File: src/rtl/rxr_pkg.sv
package rxr_pkg;
    typedef enum logic [1:0] {
        CH_OFF = 2'd0,
        CH_EOF = 2'd1,
        CH_RUN = 2'd2,
        CH_RSV = 2'd3
    } chan_e;

    typedef struct packed {
        chan_e      chan;
        logic [3:0] log_raw;
        logic [1:0] bsize;
        logic [1:0] irqt;
        logic [7:0] tmo;
    } cfg_t;

    localparam logic [1:0] A_CFG  = 2'd0;
    localparam logic [1:0] A_WPTR = 2'd1;
    localparam logic [1:0] A_STAT = 2'd2;
    localparam logic [1:0] IRQ_HOST = 2'd1;
endpackage

File: src/rtl/rxr_regfile.sv
module rxr_regfile
    import rxr_pkg::*;
#(
    parameter int IDX_W = 12
) (
    input  logic             clk,
    input  logic             rst_n,
    input  logic             reg_wr,
    input  logic [1:0]       reg_addr,
    input  logic [31:0]      reg_wdata,
    input  logic             idle,
    input  logic [IDX_W-1:0] fill,
    output cfg_t             cfg,
    output logic [IDX_W-1:0] wptr,
    output logic [31:0]      reg_rdata
);
    typedef struct packed {
        cfg_t             cfg;
        logic [IDX_W-1:0] wptr;
    } rf_t;

    rf_t rf_d, rf_q;

    always_comb begin
        rf_d = rf_q;
        if (reg_wr && reg_addr == A_CFG) begin
            rf_d.cfg.chan    = chan_e'(reg_wdata[31:30]);
            rf_d.cfg.log_raw = reg_wdata[23:20];
            rf_d.cfg.bsize   = reg_wdata[17:16];
            rf_d.cfg.irqt    = reg_wdata[13:12];
            rf_d.cfg.tmo     = reg_wdata[11:4];
        end
        if (reg_wr && reg_addr == A_WPTR && reg_wdata[2:0] == 3'b000) begin
            rf_d.wptr = reg_wdata[IDX_W-1:0];
        end
    end

    always_ff @(posedge clk or negedge rst_n) begin
        if (!rst_n) rf_q <= '0;
        else        rf_q <= rf_d;
    end

    always_comb begin
        case (reg_addr)
            A_CFG:   reg_rdata = {rf_q.cfg.chan, 6'b0, rf_q.cfg.log_raw, 2'b0,
                                  rf_q.cfg.bsize, 2'b0, rf_q.cfg.irqt,
                                  rf_q.cfg.tmo, 4'b0};
            A_WPTR:  reg_rdata = 32'(rf_q.wptr);
            A_STAT:  reg_rdata = (32'(idle) << 24) | 32'(fill);
            default: reg_rdata = '0;
        endcase
    end

    assign cfg  = rf_q.cfg;
    assign wptr = rf_q.wptr;

    AST_WPTR_ALIGNED: assert property (@(posedge clk) disable iff (!rst_n)
        rf_q.wptr[2:0] == 3'b000);
endmodule

File: src/rtl/rxr_ring_geom.sv
module rxr_ring_geom #(
    parameter int IDX_W   = 12,
    parameter int MIN_LOG = 5
) (
    input  logic [3:0]       log_raw,
    input  logic [1:0]       bsize,
    output logic [IDX_W-1:0] mask,
    output logic [14:0]      rb_bytes
);
    logic [3:0] log_eff;

    always_comb begin
        if (int'(log_raw) < MIN_LOG)    log_eff = 4'(MIN_LOG);
        else if (int'(log_raw) > IDX_W) log_eff = 4'(IDX_W);
        else                            log_eff = log_raw;
        for (int i = 0; i < IDX_W; i++) begin
            mask[i] = (i < int'(log_eff));
        end
    end

    assign rb_bytes = (15'(bsize) + 15'd1) << 12;
endmodule

File: src/rtl/rxr_close_timer.sv
module rxr_close_timer #(
    parameter int TICK_CYCLES = 1600,
    parameter int TMO_W       = 8
) (
    input  logic             clk,
    input  logic             rst_n,
    input  logic             restart,
    input  logic             running,
    input  logic [TMO_W-1:0] tmo,
    output logic             expire
);
    localparam int PW = $clog2(TICK_CYCLES + 1);
    localparam logic [PW-1:0] PLAST = PW'(TICK_CYCLES - 1);

    typedef struct packed {
        logic [PW-1:0]    presc;
        logic [TMO_W-1:0] units;
    } tm_t;

    tm_t tm_d, tm_q;

    always_comb begin
        tm_d = tm_q;
        if (restart) begin
            tm_d = '0;
        end else if (running) begin
            if (tm_q.presc == PLAST) begin
                tm_d.presc = '0;
                if (tm_q.units != '1) tm_d.units = tm_q.units + 1'b1;
            end else begin
                tm_d.presc = tm_q.presc + 1'b1;
            end
        end
    end

    always_ff @(posedge clk or negedge rst_n) begin
        if (!rst_n) tm_q <= '0;
        else        tm_q <= tm_d;
    end

    assign expire = running && (tmo != '0) && (tm_q.units == tmo);

    AST_TIMER_RESTART_CLEARS: assert property (@(posedge clk) disable iff (!rst_n)
        restart |=> (tm_q.units == '0));
endmodule

File: src/rtl/rxr_ring_ctrl.sv
module rxr_ring_ctrl
    import rxr_pkg::*;
#(
    parameter int IDX_W       = 12,
    parameter int MIN_LOG     = 5,
    parameter int TICK_CYCLES = 1600
) (
    input  logic             clk,
    input  logic             rst_n,
    input  logic             reg_wr,
    input  logic [1:0]       reg_addr,
    input  logic [31:0]      reg_wdata,
    output logic [31:0]      reg_rdata,
    input  logic             frm_start,
    input  logic             frm_end,
    output logic             frm_accept,
    output logic             frm_drop,
    output logic [IDX_W-1:0] cur_idx,
    output logic             wb_valid,
    output logic [IDX_W-1:0] wb_index,
    output logic             irq,
    output logic [14:0]      rb_bytes,
    output logic             ch_idle
);
    typedef struct packed {
        logic             open;
        logic             accept;
        logic             drop;
        logic             wb_v;
        logic             irq;
        logic [IDX_W-1:0] fill;
        logic [IDX_W-1:0] wb_idx;
    } st_t;

    st_t              st_d, st_q;
    cfg_t             cfg;
    logic [IDX_W-1:0] wptr, mask;
    logic             avail, start_ok, closing, expire, stopped;

    rxr_regfile #(.IDX_W(IDX_W)) u_rf (
        .clk(clk), .rst_n(rst_n), .reg_wr(reg_wr), .reg_addr(reg_addr),
        .reg_wdata(reg_wdata), .idle(ch_idle), .fill(st_q.fill),
        .cfg(cfg), .wptr(wptr), .reg_rdata(reg_rdata)
    );

    rxr_ring_geom #(.IDX_W(IDX_W), .MIN_LOG(MIN_LOG)) u_geom (
        .log_raw(cfg.log_raw), .bsize(cfg.bsize), .mask(mask), .rb_bytes(rb_bytes)
    );

    rxr_close_timer #(.TICK_CYCLES(TICK_CYCLES), .TMO_W(8)) u_tmr (
        .clk(clk), .rst_n(rst_n), .restart(start_ok), .running(st_q.open),
        .tmo(cfg.tmo), .expire(expire)
    );

    assign stopped  = (cfg.chan == CH_OFF) || (cfg.chan == CH_RSV);
    assign avail    = (st_q.fill & mask) != (wptr & mask);
    assign start_ok = frm_start && (cfg.chan == CH_RUN) && !st_q.open && avail;
    assign closing  = st_q.open && !stopped && (frm_end || expire);

    always_comb begin
        st_d        = st_q;
        st_d.accept = start_ok;
        st_d.drop   = frm_start && !start_ok;
        st_d.wb_v   = 1'b0;
        st_d.irq    = 1'b0;
        if (stopped) begin
            st_d.open = 1'b0;
        end else if (closing) begin
            st_d.open   = 1'b0;
            st_d.fill   = (st_q.fill + 1'b1) & mask;
            st_d.wb_v   = 1'b1;
            st_d.wb_idx = st_q.fill & mask;
            st_d.irq    = (cfg.irqt == IRQ_HOST);
        end
        if (start_ok) st_d.open = 1'b1;
    end

    always_ff @(posedge clk or negedge rst_n) begin
        if (!rst_n) st_q <= '0;
        else        st_q <= st_d;
    end

    assign frm_accept = st_q.accept;
    assign frm_drop   = st_q.drop;
    assign cur_idx    = st_q.fill;
    assign wb_valid   = st_q.wb_v;
    assign wb_index   = st_q.wb_idx;
    assign irq        = st_q.irq;
    assign ch_idle    = (cfg.chan != CH_RUN) && !st_q.open;

    AST_ACCEPT_NEEDS_ROOM: assert property (@(posedge clk) disable iff (!rst_n)
        frm_accept |-> $past(avail));
    AST_ACCEPT_DROP_EXCL: assert property (@(posedge clk) disable iff (!rst_n)
        !(frm_accept && frm_drop));
    AST_WB_NEEDS_OPEN: assert property (@(posedge clk) disable iff (!rst_n)
        wb_valid |-> $past(st_q.open));
    AST_IRQ_WITH_WB: assert property (@(posedge clk) disable iff (!rst_n)
        irq |-> wb_valid);
    AST_STOP_NEXT_CLK: assert property (@(posedge clk) disable iff (!rst_n)
        stopped |=> !st_q.open);
endmodule

File: config.mk
export PLATFORM = sky130hd
export DESIGN_NAME = rxr_ring_ctrl
export DESIGN_NICKNAME = d
export VERILOG_FILES = /design/src/rtl/rxr_pkg.sv /design/src/rtl/rxr_regfile.sv /design/src/rtl/rxr_ring_geom.sv /design/src/rtl/rxr_close_timer.sv /design/src/rtl/rxr_ring_ctrl.sv
export SDC_FILE = /design/constraint.sdc
export NUM_CORES = 1
export LEC_CHECK = 0
export CORE_ASPECT_RATIO = 0.75
export CORE_MARGIN = 3
export CORE_UTILIZATION = 35
export CTS_CLUSTER_SIZE = 25
export DETAILED_ROUTE_END_ITERATION = 6
export DONT_BUFFER_PORTS = 1
export GPL_TIMING_DRIVEN = 0
export REMOVE_ABC_BUFFERS = 1
export SYNTH_ARGS = -nofsm -noshare
export SYNTH_HDL_FRONTEND = slang
export SYNTH_SLANG_ARGS = --single-unit
File: constraint.sdc
create_clock -name clk -period 3.8 [get_ports clk]
set_clock_uncertainty 0.05 [all_clocks]
set_input_delay 0.38 -clock clk [delete_from_list [all_inputs] [get_ports clk]]
set_output_delay 0.38 -clock clk [all_outputs]
set_load 0.01 [all_outputs]
==> out/summary.md <==
Cells with a size suffix above 1 make up 14.1% of the layout. Final-report max-slew violation count: 0. The floorplan step defined a die boundary enclosing 0.0136 mm^2. Setup repair after global routing left no endpoint under its margin. The sum of internal, switching and leakage power came out at 2740 uW.

The class of the most critical setup path is reg -> reg. The clock passes through at most 2 buffers. During synthesis, Yosys emitted a total of 0 warnings. The run gives 423 MHz as the maximum frequency from static timing analysis. The routed design could run at a clock period as short as 2.37 ns.

In the final design database the tool counted 452 nets. The die height came out at 102 um. Longest individual stage delay on the worst path: 0.49 ns. The placed instances occupy a cell area of 0.00430 mm^2. The combined buffer and inverter count along the critical path came out at 1.

HPWL after detailed placement: 7650 um. The overall routing resource usage is 15.5%. Synthesis produced a netlist whose cell count is 417. The critical path goes through nor4_1 > a2bb2oi_1 > a31oi_4 > nand2b_4 > inv_4 > mux2_4. After layout, the worst path uses 62.3% of the clock period.

For the aggregate routed wire length, the log shows 10,500 um. Number of hold violations in the final report: 0. Summed over all failing endpoints, the final setup total negative slack is 0 ns. The average via count per standard cell was 5.21. For this run, design rule violations remaining after detail routing come to 0. The cell type with the largest total area after synthesis was sky130_fd_sc_hd__dfrtp_1. Cell internal power was estimated by the tool at 1880 uW. 0 antenna diodes ended up in the layout. The tool flagged a number of max-cap violations equal to 0. In this run, the combinational gates consume 18.8% of the power. In this run the count of I/O pins placed on the die edge is 115. The endpoint identified for the worst register-to-register timing path is wb_index[7]$_DFFE_PN0P_.

The synthesis-to-layout area growth works out to 9.52%. In this run the worst setup path terminates at wb_index[7]$_DFFE_PN0P_. The TritonCTS buffer count is 9.

The die is 134 um wide. Summed over its instances, the top area cell type makes up 45.7% of the synthesized netlist area. STA classifies the critical path startpoint as a flip-flop. Counting buffers and inverters, the worst setup path is 6 cells deep. Net switching is 31.3% of the power. Fraction of synthesis flops using an asynchronous set or reset pin: 100%. The count of buffers added on input and output ports is 0.

Prior to clock tree synthesis, the placed netlist has a worst setup slack of 1.42 ns. The clock network is responsible for 35.6% of the overall power. Measured against its own limit, the worst slew margin works out to 34.3%. The most critical setup path has its startpoint at u_rf.cfg[1]$_DFFE_PN0P_. Counting flops and latches in the post-synthesis netlist gives 78. The net switching power was 857 uW. The average wire length per cell after detail routing is 18.3 um, and the initial antenna violation count is 0. The count of standard-cell rows was 34.

Setup slack on the critical path of the routed design comes to 1.43 ns. Summing all multi-input logic gate instances after layout gives 0.00208 mm^2. The logs give 2,988 for the number of vias after detailed routing and 2.53 ns for the data arrival time of the critical path. The clock drives 78 sinks. TritonCTS built the clock tree. The critical path capture point type is a flip-flop. First-pass detailed-route iteration total: 4. The first global-routing pass estimated 16,200 um of wire. The per-instance average area after synthesis is 10.2 um^2, and the largest fanout on the critical path is 19.

The root buffer cell chosen for the clock tree is sky130_fd_sc_hd__clkbuf_16. The min-delay analysis places its worst path in the category in -> reg. Data on the critical path is required at its endpoint by 3.96 ns. Cell with the largest stage delay on the worst path: sky130_fd_sc_hd__a31oi_4. Global placement routability congestion: 0.807.

Once the clock tree was built, the resizer swapped 0 gates to a different size. Sequential elements use 45.7% of the synthesized area. The tools report the starting density of the core as 36.4%. Remaining global-route overflow: 0. The run gives 0.0117 mm^2 as the core area.

Summed over all cells, the static leakage comes to 0.00199 uW. Setup violations remaining at the end of the flow were counted as 0. In this run the post-CTS setup repair buffer count came out at 0. Setup slack on the worst reg-to-reg path comes out at 1.43 ns. The finished cells cover 0.00468 mm^2. The number of design-rule violations left by the first detailed-router iteration was 243; the power per cell area was 585 mW/mm^2.

The via count of the first global-routing pass was 2,759; the remaining antenna violation count after routing was 0. The clock reaches the later pin of the worst-skew pair after 0.34 ns. After synthesis, the netlist uses 58 different library cells. By area the synthesized netlist is led by sky130_fd_sc_hd__dfrtp_1 46%, sky130_fd_sc_hd__mux2_2 7.4%, sky130_fd_sc_hd__buf_4 3.7%.

The H-tree was split into 3 levels. The startpoint identified for the worst register-to-register timing path is u_rf.cfg[1]$_DFFE_PN0P_. The number of cell instances on the worst register-to-register path was 6. The number of synthesized flops with an enable pin is 0, and the clock edge transition at the registers on the reported setup and hold paths is 0.06 ns.

The actual slew at the worst max-slew pin was 0.986 ns; the largest net degree at the start of global routing was 79. Top cell family by delay on the critical path: simple AND/OR/NAND/NOR gates. For the worst ir drop on vdd, the log shows 0.241 mV.

The synthesized area is 0.00427 mm^2, and the portion of total power attributed to sequential cells is 45.7%. Counting the fill cells in the layout gives 1,145. The dominant synthesized flop cell was sky130_fd_sc_hd__dfrtp_1.

The run finished with clean final reports. The tools report the sequential cell area in the final layout as 0.00195 mm^2.
[worst min path at each step]
stage	cells past startpoint	endpoint	startpoint
global route	2	u_rf.cfg[10]$_DFFE_PN0P_	reg_wdata[16]
detailed placement	0	u_tmr.tm_q[14]$_DFFE_PN0P_	rst_n
floorplan	0	cur_idx[0]$_DFFE_PN0P_	rst_n
global placement	0	u_tmr.tm_q[18]$_DFFE_PN0P_	rst_n
finish	2	u_rf.cfg[14]$_DFFE_PN0P_	reg_wdata[22]
CTS	2	u_rf.cfg[15]$_DFFE_PN0P_	reg_wdata[23]
[layout make-up]
type                       instances  share of cell area (%)
timing repair buffer               3                    1.12
clock inverter                     4                    2.03
multi-input combinational        303                    44.5
inverter                          13                    1.10
clock buffer                      11                    5.19
tap                              162                    4.33
sequential                        78                    41.7
[power by group through the flow]
stage	combinational (uW)	sequential, uW	clock [uW]
2_1_floorplan	408	1180	0
3_3_place_gp	481	1260	0
3_5_place_dp	496	1270	0
4_1_cts	521	1250	1000
5_1_grt	580	1280	1040
6_report	514	1250	973
[stage by stage]
stage	std cells	util [%]	hold slack [ns]
CTS	574	39.9	0.101
global placement	556	36.5	0.0370
floorplan	394	-	0.0344
finish	574	39.9	0.111
detailed placement	557	36.7	0.0371
global route	574	39.9	0.105
[flip-flops by register name, summed over array words and instances (netlist names)]
register	flops
cur_idx	12
frm_accept	1
frm_drop	1
irq	1
st_q	1
u_rf.cfg	18
u_rf.wptr	12
u_tmr.tm_q	19
wb_index	12
wb_valid	1
[synth_stat cells (all sizes together) (6+ instances only)]
| cell type | instances |
|---|---|
| mux2i | 10 |
| buf | 28 |
| nor4 | 7 |
| xnor2 | 16 |
| nand4 | 6 |
| o21ai | 28 |
| inv | 13 |
| nand3 | 9 |
| and2 | 13 |
| nand2 | 31 |
| xor2 | 14 |
| a21oi | 10 |
| clkbuf | 15 |
| nor2 | 28 |
| nor3 | 16 |
| dfrtp | 78 |
| mux2 | 32 |
[worst register-to-register path, delay by kind of cell (launching register included)]
family                 cells  cell delay [ns]
multiplexers               1             0.31
AND/OR/NAND/NOR            2             0.72
buffers and inverters      1             0.11
flip-flops                 1             0.42
AO/OA/AOI/OAI              2             0.64
[routing by layer]
layer  GRT usage [%]  routed length, um  up-vias
met5               0                  0        -
met4            4.51                110        0
met3            7.00                921        8
met2            22.8               4660       91
met1            20.8               4810     1487
li1                -                  -     1402
[cells in the final DEF, fill, tap and decap left out, drive strengths merged, types with 2 or more instances in the layout]
| master | count |
|---|---|
| a211oi | 3 |
| a21oi | 10 |
| a22o | 4 |
| a311oi | 2 |
| a31oi | 4 |
| and2 | 13 |
| and3 | 5 |
| buf | 2 |
| bufinv | 3 |
| clkbuf | 11 |
| conb | 21 |
| dfrtp | 78 |
| ha | 5 |
| inv | 13 |
| mux2 | 32 |
| mux2i | 10 |
| nand2 | 31 |
| nand2b | 4 |
| nand3 | 9 |
| nand3b | 2 |
| nand4 | 6 |
| nor2 | 28 |
| nor2b | 3 |
| nor3 | 16 |
| nor3b | 3 |
| nor4 | 7 |
| nor4b | 2 |
| o211ai | 2 |
| o21ai | 28 |
| o22ai | 3 |
| o31ai | 5 |
| or3 | 2 |
| or4 | 2 |
| xnor2 | 16 |
| xor2 | 14 |
[what timing repair did]
action                                  CTS  global route
hold buffers                              2             0
endpoints found under the hold margin    78             0
endpoints found under the setup margin    0             0
[kinds of logic (layout without fill, tap and decap cells)]
family / Yosys count / in the layout / share of synthesized area, %
other cells: 1 / 21 / 0.0878
compound gates: 70 / 70 / 11.3
buf+inv: 56 / 31 / 7.32
fa+ha+maj: 5 / 5 / 1.46
mux: 42 / 42 / 11.1
flops: 78 / 78 / 45.7
xor+xnor: 30 / 30 / 6.15
simple gates: 135 / 135 / 16.9
(Power assumes the default switching activity.)
